$ cat src/rtl/ddfs_pkg.sv
package ddfs_pkg;

    // Phase and amplitude geometry
    localparam int PHASE_W  = 32;                   // accumulator width
    localparam int SEG_BITS = 6;                    // segments per quadrant = 2^SEG_BITS
    localparam int OFF_W    = 12;                   // kept in-segment offset bits
    localparam int OUT_W    = 16;                   // output sample width
    localparam int GUARD    = 3;                    // extra fraction bits on anchors
    localparam int FRAC     = 18;                   // fraction bits of angle terms
    localparam int WIDE     = 48;                   // internal arithmetic width

    localparam int SEGS     = 1 << SEG_BITS;
    localparam int KEEP_W   = 2 + SEG_BITS + OFF_W; // phase bits the datapath consumes
    localparam int ANCH_W   = OUT_W + GUARD + 1;
    localparam int FULL     = (1 << (OUT_W - 1)) - 1;
    localparam int SH       = FRAC + GUARD;         // final scaling shift
    localparam real PI_R    = 3.14159265358979323846;

    typedef enum logic [1:0] {Q_FIRST, Q_SECOND, Q_THIRD, Q_FOURTH} quad_e;

    typedef logic signed [ANCH_W-1:0] anch_t;
    typedef logic signed [WIDE-1:0]   wide_t;
    typedef logic signed [OUT_W-1:0]  samp_t;

    // Stage 1: segment anchors fetched
    typedef struct packed {
        logic             vld;
        quad_e            quad;
        anch_t            s;
        anch_t            c;
        logic [OFF_W-1:0] off;
    } seg_stage_t;

    // Stage 2: offset converted to an angle
    typedef struct packed {
        logic  vld;
        quad_e quad;
        anch_t s;
        anch_t c;
        wide_t u;
    } ang_stage_t;

    // Stage 3: second-order term folded into w = 1 - u^2/2
    typedef struct packed {
        logic  vld;
        quad_e quad;
        anch_t s;
        anch_t c;
        wide_t u;
        wide_t w;
    } rot_stage_t;

    // Stage 4: three shared products
    typedef struct packed {
        logic  vld;
        quad_e quad;
        wide_t k1;
        wide_t k2;
        wide_t k3;
    } prod_stage_t;

    // Odd power series, ample precision on [0, pi/2]
    function automatic real poly_sin(real x);
        real term;
        real acc;
        term = x;
        acc  = x;
        for (int n = 1; n < 9; n++) begin
            term = -term * x * x / real'((2 * n) * (2 * n + 1));
            acc  = acc + term;
        end
        return acc;
    endfunction

    // Anchor amplitude at segment boundary j of the first quadrant
    function automatic int anchor_val(int j);
        real a;
        a = real'(FULL * (2 ** GUARD)) * poly_sin(PI_R * real'(j) / real'(2 * SEGS));
        return int'($floor(a + 0.5));
    endfunction

    // Segment width in radians, scaled by 2^FRAC
    function automatic int step_const();
        return int'($floor(PI_R / real'(2 * SEGS) * real'(2 ** FRAC) + 0.5));
    endfunction

    localparam int K_STEP = step_const();

    // Round to nearest, then clamp to the symmetric output range
    function automatic samp_t sat_round(wide_t v);
        wide_t r;
        r = (v + (wide_t'(1) <<< (SH - 1))) >>> SH;
        if (r > wide_t'(FULL))
            return samp_t'(FULL);
        else if (r < -wide_t'(FULL))
            return samp_t'(-FULL);
        return samp_t'(r);
    endfunction

endpackage

$ cat src/rtl/ddfs_phase_accum.sv
module ddfs_phase_accum
    import ddfs_pkg::*;
(
    input  logic               clk,
    input  logic               rst,
    input  logic               sample_en,
    input  logic [PHASE_W-1:0] tune_word,
    output logic [KEEP_W-1:0]  ph_top,
    output logic               en_q
);

    logic [PHASE_W-1:0] ph_q;
    logic [PHASE_W-1:0] ftw_q;
    logic               primed_q;

    always_ff @(posedge clk) begin
        if (rst) begin
            ph_q     <= '0;
            ftw_q    <= '0;
            en_q     <= 1'b0;
            primed_q <= 1'b0;
        end else begin
            ph_q     <= ph_q + ftw_q;
            en_q     <= sample_en;
            primed_q <= 1'b1;
            if (sample_en)
                ftw_q <= tune_word;
        end
    end

    assign ph_top = ph_q[PHASE_W-1 -: KEEP_W];


    phase_step_chk: assert property (@(posedge clk) disable iff (rst)
        primed_q |-> ph_q == $past(ph_q) + $past(ftw_q));


    ftw_hold_chk: assert property (@(posedge clk) disable iff (rst)
        (primed_q && !$past(sample_en)) |-> ftw_q == $past(ftw_q));

endmodule

$ cat src/rtl/ddfs_seg_lookup.sv
module ddfs_seg_lookup
    import ddfs_pkg::*;
(
    input  logic              clk,
    input  logic              rst,
    input  logic [KEEP_W-1:0] ph_top,
    input  logic              en_q,
    output seg_stage_t        st_q
);

    anch_t tbl [0:SEGS];

    for (genvar j = 0; j <= SEGS; j++) begin : g_tbl
        assign tbl[j] = anch_t'(anchor_val(j));
    end

    logic [SEG_BITS-1:0] seg;
    logic [SEG_BITS:0]   sidx;
    logic [SEG_BITS:0]   cidx;

    assign seg  = ph_top[KEEP_W-3 -: SEG_BITS];
    assign sidx = {1'b0, seg};
    assign cidx = (SEG_BITS + 1)'(SEGS) - sidx;

    always_ff @(posedge clk) begin
        if (rst) begin
            st_q <= '0;
        end else begin
            st_q.vld  <= en_q;
            st_q.quad <= quad_e'(ph_top[KEEP_W-1 -: 2]);
            st_q.s    <= tbl[sidx];
            st_q.c    <= tbl[cidx];
            st_q.off  <= ph_top[OFF_W-1:0];
        end
    end

endmodule

$ cat src/rtl/ddfs_taylor_rot.sv
module ddfs_taylor_rot
    import ddfs_pkg::*;
(
    input  logic        clk,
    input  logic        rst,
    input  seg_stage_t  st_q,
    output prod_stage_t p4_q
);

    ang_stage_t a2_q;
    rot_stage_t a3_q;

    // Stage 2: offset -> angle u (scaled by 2^FRAC)
    wide_t u_pre;
    assign u_pre = (wide_t'(st_q.off) * wide_t'(K_STEP) + (wide_t'(1) <<< (OFF_W - 1))) >>> OFF_W;

    always_ff @(posedge clk) begin
        if (rst) begin
            a2_q <= '0;
        end else begin
            a2_q.vld  <= st_q.vld;
            a2_q.quad <= st_q.quad;
            a2_q.s    <= st_q.s;
            a2_q.c    <= st_q.c;
            a2_q.u    <= u_pre;
        end
    end

    // Stage 3: w = 1 - u^2/2 carries the second-order term
    wide_t sq;
    wide_t w_pre;
    assign sq    = a2_q.u * a2_q.u;
    assign w_pre = (wide_t'(1) <<< FRAC) - ((sq + (wide_t'(1) <<< FRAC)) >>> (FRAC + 1));

    always_ff @(posedge clk) begin
        if (rst) begin
            a3_q <= '0;
        end else begin
            a3_q.vld  <= a2_q.vld;
            a3_q.quad <= a2_q.quad;
            a3_q.s    <= a2_q.s;
            a3_q.c    <= a2_q.c;
            a3_q.u    <= a2_q.u;
            a3_q.w    <= w_pre;
        end
    end

    // Stage 4: (c + j s)(w + j u) with three multipliers
    wide_t cs_sum;
    wide_t u_minus_w;
    wide_t u_plus_w;
    assign cs_sum    = wide_t'(a3_q.c) + wide_t'(a3_q.s);
    assign u_minus_w = a3_q.u - a3_q.w;
    assign u_plus_w  = a3_q.u + a3_q.w;

    always_ff @(posedge clk) begin
        if (rst) begin
            p4_q <= '0;
        end else begin
            p4_q.vld  <= a3_q.vld;
            p4_q.quad <= a3_q.quad;
            p4_q.k1   <= a3_q.w * cs_sum;
            p4_q.k2   <= wide_t'(a3_q.c) * u_minus_w;
            p4_q.k3   <= wide_t'(a3_q.s) * u_plus_w;
        end
    end


    ofs_range_chk: assert property (@(posedge clk) disable iff (rst)
        (a2_q.u >= 0) && (a2_q.u <= wide_t'(K_STEP)));

endmodule

$ cat src/rtl/ddfs_quad_synth.sv
module ddfs_quad_synth
    import ddfs_pkg::*;
(
    input  logic                     clk,
    input  logic                     rst,
    input  logic                     sample_en,
    input  logic [31:0]              tune_word,
    output logic signed [15:0]       sin_out,
    output logic signed [15:0]       cos_out,
    output logic                     out_valid
);

    logic [KEEP_W-1:0] ph_top;
    logic              en_q;
    seg_stage_t        st_q;
    prod_stage_t       p4_q;

    ddfs_phase_accum u_accum (
        .clk       (clk),
        .rst       (rst),
        .sample_en (sample_en),
        .tune_word (tune_word),
        .ph_top    (ph_top),
        .en_q      (en_q)
    );

    ddfs_seg_lookup u_lookup (
        .clk    (clk),
        .rst    (rst),
        .ph_top (ph_top),
        .en_q   (en_q),
        .st_q   (st_q)
    );

    ddfs_taylor_rot u_rot (
        .clk  (clk),
        .rst  (rst),
        .st_q (st_q),
        .p4_q (p4_q)
    );

    // Stage 5: recombine, round, saturate, unfold the quadrant
    wide_t sin_pre;
    wide_t cos_pre;
    samp_t s_sat;
    samp_t c_sat;
    samp_t sin_map;
    samp_t cos_map;

    assign sin_pre = p4_q.k1 + p4_q.k2;
    assign cos_pre = p4_q.k1 - p4_q.k3;
    assign s_sat   = sat_round(sin_pre);
    assign c_sat   = sat_round(cos_pre);

    always_comb begin
        unique case (p4_q.quad)
            Q_FIRST:  begin sin_map = s_sat;  cos_map = c_sat;  end
            Q_SECOND: begin sin_map = c_sat;  cos_map = -s_sat; end
            Q_THIRD:  begin sin_map = -s_sat; cos_map = -c_sat; end
            default:  begin sin_map = -c_sat; cos_map = s_sat;  end
        endcase
    end

    always_ff @(posedge clk) begin
        if (rst) begin
            sin_out   <= '0;
            cos_out   <= '0;
            out_valid <= 1'b0;
        end else begin
            sin_out   <= sin_map;
            cos_out   <= cos_map;
            out_valid <= p4_q.vld;
        end
    end

    // Clean edges since reset, saturating at the pipeline depth
    logic [2:0] live_cnt;
    always_ff @(posedge clk) begin
        if (rst)
            live_cnt <= '0;
        else if (live_cnt != 3'd5)
            live_cnt <= live_cnt + 3'd1;
    end

    localparam longint R_LO = longint'(FULL - 3) * longint'(FULL - 3);
    localparam longint R_HI = longint'(FULL + 3) * longint'(FULL + 3);


    valid_lat_chk: assert property (@(posedge clk) disable iff (rst)
        (live_cnt == 3'd5) |-> out_valid == $past(en_q, 5));


    sat_range_chk: assert property (@(posedge clk) disable iff (rst)
        (sin_out != 16'sh8000) && (cos_out != 16'sh8000));


    circle_chk: assert property (@(posedge clk) disable iff (rst)
        (live_cnt == 3'd5) |->
            ((longint'(sin_out) * longint'(sin_out) + longint'(cos_out) * longint'(cos_out)) >= R_LO) &&
            ((longint'(sin_out) * longint'(sin_out) + longint'(cos_out) * longint'(cos_out)) <= R_HI));

endmodule

$ cat config.mk
export PLATFORM = sky130hd
export DESIGN_NAME = ddfs_quad_synth
export DESIGN_NICKNAME = d
export VERILOG_FILES = /design/src/rtl/ddfs_pkg.sv /design/src/rtl/ddfs_phase_accum.sv /design/src/rtl/ddfs_seg_lookup.sv /design/src/rtl/ddfs_taylor_rot.sv /design/src/rtl/ddfs_quad_synth.sv
export SDC_FILE = /design/constraint.sdc
export NUM_CORES = 2
export LEC_CHECK = 0
export BUFFER_PORTS_ARGS = -buffer_cell sky130_fd_sc_hd__buf_2
export CORE_ASPECT_RATIO = 2
export CORE_MARGIN = 2
export CORE_UTILIZATION = 56
export DETAILED_ROUTE_END_ITERATION = 10
export PLACE_DENSITY = 0.81
export SYNTH_ARGS = -nofsm -noshare
export SYNTH_HDL_FRONTEND = slang
export SYNTH_SLANG_ARGS = --single-unit
$ cat constraint.sdc
create_clock -name clk -period 11.9 [get_ports clk]
set_clock_uncertainty 0.1 [all_clocks]
set_input_delay 2.38 -clock clk [delete_from_list [all_inputs] [get_ports clk]]
set_output_delay 2.38 -clock clk [all_outputs]
set_load 0.02 [all_outputs]
==> impl_metrics.tcl <==
set metrics [dict create \
    status "complete, no violations" \
    rrSetupSlack_ns 0.50 \
    fin_crit_ns 11.40 \
    r2r-start "u_rot.a3_q[48]" \
    end_kind "register" \
    area_delta_synth_final_pct 5.229 \
    grt_first_pass_wirelength_mm 384.1 \
    fillers 12070 \
    clock_latency_ns 0.67 \
    drt-total-wl_mm 248.2 \
    synthArstFlopShare 0 \
    grt-ovfl-total 0 \
    p_total_mw 20.27 \
    multi_input_area_sq_um 61650 \
    crit_family "compound AO/OA/AOI/OAI gates" \
    power_density_nw_per_um2 247.1 \
    post-route-drc-count 0 \
    hp-class "reg2reg" \
    yosysSeqAreaShare 0.1045 \
    synth_seq_cells 407 \
    synth_edf_count 0 \
    startpoint_type "register" \
    ys_warn_count 0 \
    synth.avg_cell_area_sq_um 8.521 \
    htree_levels 2 \
    drive_gt1_frac 0.04749 \
    cts_max_path_buffers 3 \
    fin_nets 11162 \
    worstMarginPinSlew_ns 1.364 \
    maxCapViolations 0 \
    place_congestion 1.034 \
    seq_area_sq_um 8162 \
    track_usage 0.3550 \
    clkTransAtPathRegs_ns 0.07 \
    cts_hold_buffers 0 \
    max_freq_mhz 87.74 \
    cts_tree "yes" \
    antenna_left 0 \
    hp-start "u_lookup.st_q[42]" \
    whs_ns 0.3281 \
    rows 193 \
    slew_headroom 0.08341 \
    start_util 0.5644 \
    setup_viol 0 \
    drt-wirelength-per-cell_um 22.79 \
    cts_sinks 407 \
    ir_worst_vdd_mv 0.3710 \
    die_height_um 531.7 \
    post-route-period-util 0.9577 \
    grt_pass1_vias 70252 \
    crit_fanout 17 \
    slew_viol_final 0 \
    numCtsBuffers 44 \
    antenna_found_initial 11 \
    finalHoldViolCount 0 \
    power.static_leakage_nw 42.16 \
    cts_root_buf "clkbuf_16" \
    hold_end "u_rot.a2_q[78]" \
    post_drt_via_cell_ratio 5.921 \
    reg2reg_depth 45 \
    drtIter0Drc 4197 \
    cp_slowest_cell "fa_1" \
    synth_cell_types 100 \
    ys_dominant_reg_cell "dfxtp_1" \
    required_ns 12.35 \
    min_path_cells 1 \
    syn_area_sq_um 77960 \
    dr.pass1.iters 9 \
    dieWidth_um 267.8 \
    worst-path-buf-inv 10 \
    synth_fp_nets 11314 \
    hpwl_mm 198.3 \
    ios 68 \
    crit_arrival_ns 11.84 \
    r2r_end "u_rot.p4_q[92]" \
    design.die.area_sq_um 142400 \
    num_vias 64477 \
    grt_max_degree 171 \
    critPathMaxStageDelay_ns 0.54 \
    syn_inst 9149 \
    io_buffers 67 \
    worstSetupPathType "reg2reg" \
    core_area_sq_um 138100 \
]
==> flip-flops by register name, summed over array words and instances (netlist names), 16 cells and up <==
| signal | count |
|---|---|
| u_rot.p4_q | 133 |
| u_rot.a3_q | 72 |
| u_rot.a2_q | 53 |
| u_lookup.st_q | 51 |
| u_accum.ftw_q | 32 |
| u_accum.ph_q | 32 |
| cos_out | 16 |
| sin_out | 16 |
==> cells in the final DEF, fill, tap and decap left out, drive strengths merged, types with 20 or more instances in the layout <==
master	count
o21a	48
o21bai	43
clkbuf	50
mux2i	59
a311oi	22
a2111oi	20
or3	35
o211ai	62
nand2b	68
nand2	1024
ha	857
and2	569
nor4	33
a31oi	48
o21ai	236
and3	68
o22ai	23
inv	1788
a21o	99
xor2	110
fa	1273
a21oi	356
a211oi	65
clkinv	20
nor3	120
a211o	21
o31ai	21
nor2b	194
dfxtp	407
nand3	99
nand4	43
xnor2	182
nor2	455
buf	234
==> final cells by class <==
class,instances,area share
Antenna cell,5,0.0001525
Inverter,1782,0.08154
Multi-Input combinational cell,6528,0.7515
Sequential cell,407,0.09949
Clock buffer,50,0.01406
Timing Repair Buffer,234,0.01964
Tap cell,1852,0.02825
Clock inverter,32,0.005338
==> metrics by stage <==
stage                     setup slack, ns  TNS (ns)  cells  area (sq um)  utilization
after floorplan                     1.193         0   9149         77960            -
after CTS                          0.3358         0  10884         81970       0.5935
after global placement             0.3719         0  10802         80380       0.5819
final                              0.5029         0  10890         82040       0.5939
after global routing             -0.08439  -0.08439  10887         82030       0.5939
after detailed placement           0.3935         0  10802         80380       0.5819
==> synthesized netlist by cell type, drive strengths merged, types with 22 or more instances <==
cell	instances	area (sq um)
a211oi	65	493.0
a21o	99	744.5
a21oi	356	1785
a311oi	22	210.2
a31oi	48	319.1
and2	569	3560
and3	68	425.4
buf	28	117.6
clkbuf	404	1516
dfxtp	407	8148
fa	1273	25480
ha	857	10720
inv	1778	6674
mux2i	59	590.6
nand2	1024	3844
nand2b	68	425.4
nand3	99	500.5
nand4	43	269.0
nor2	455	1708
nor2b	194	1214
nor3	120	600.6
nor4	33	221.5
o211ai	62	465.5
o21a	48	367.8
o21ai	236	1189
o21bai	43	322.8
o22ai	23	143.9
or3	35	219.0
xnor2	182	1594
xor2	110	963.4
==> metal layers <==
metal	share of wire	GRT usage	wire (um)	vias to the layer above
met4	0.12	0.3545	30490	8
li1	-	-	-	28443
met1	0.30	0.3343	75640	31648
met2	0.51	0.6290	126000	2962
met3	0.065	0.06244	16070	1416
met5	0.00021	0	51	-
==> repair_timing <==
item / in CTS / in global routing
setup endpoints to repair: 0 / 9
gates resized for setup: 0 / 10
buffers inserted: 0 / 1
==> power breakdown <==
part	switching (mW)	internal, mW	total, mW	leakage, nW
logic	11.0	5.89	16.9	38.0
registers	0.217	1.67	1.89	3.34
clock network	0.677	0.855	1.53	0.786
==> worst max-delay path by stage <==
stage | start | end | slack [ns] | cells past startpoint
2_1_floorplan | u_rot.a3_q[0] | u_rot.p4_q[92] | 1.19 | 42
5_1_grt | u_rot.a3_q[1] | u_rot.p4_q[92] | -0.08 | 43
3_5_place_dp | u_rot.a3_q[48] | u_rot.p4_q[92] | 0.39 | 45
4_1_cts | u_rot.a3_q[48] | u_rot.p4_q[92] | 0.34 | 45
3_3_place_gp | u_rot.a3_q[1] | u_rot.p4_q[92] | 0.37 | 43
6_report | u_rot.a3_q[48] | u_rot.p4_q[92] | 0.50 | 45
==> cell families after synthesis <==
| kind of cell | share of synthesized area |
|---|---|
| muxes | 0.01234 |
| DFF | 0.1045 |
| adders and majority gates | 0.4647 |
| xor gates and xnor gates | 0.03280 |
| buffers and inverters | 0.1068 |
| and+or+nand+nor | 0.1739 |
| AOI/OAI and AO/OA | 0.1050 |
No activity file was read; power rests on OpenSTA's default activity.
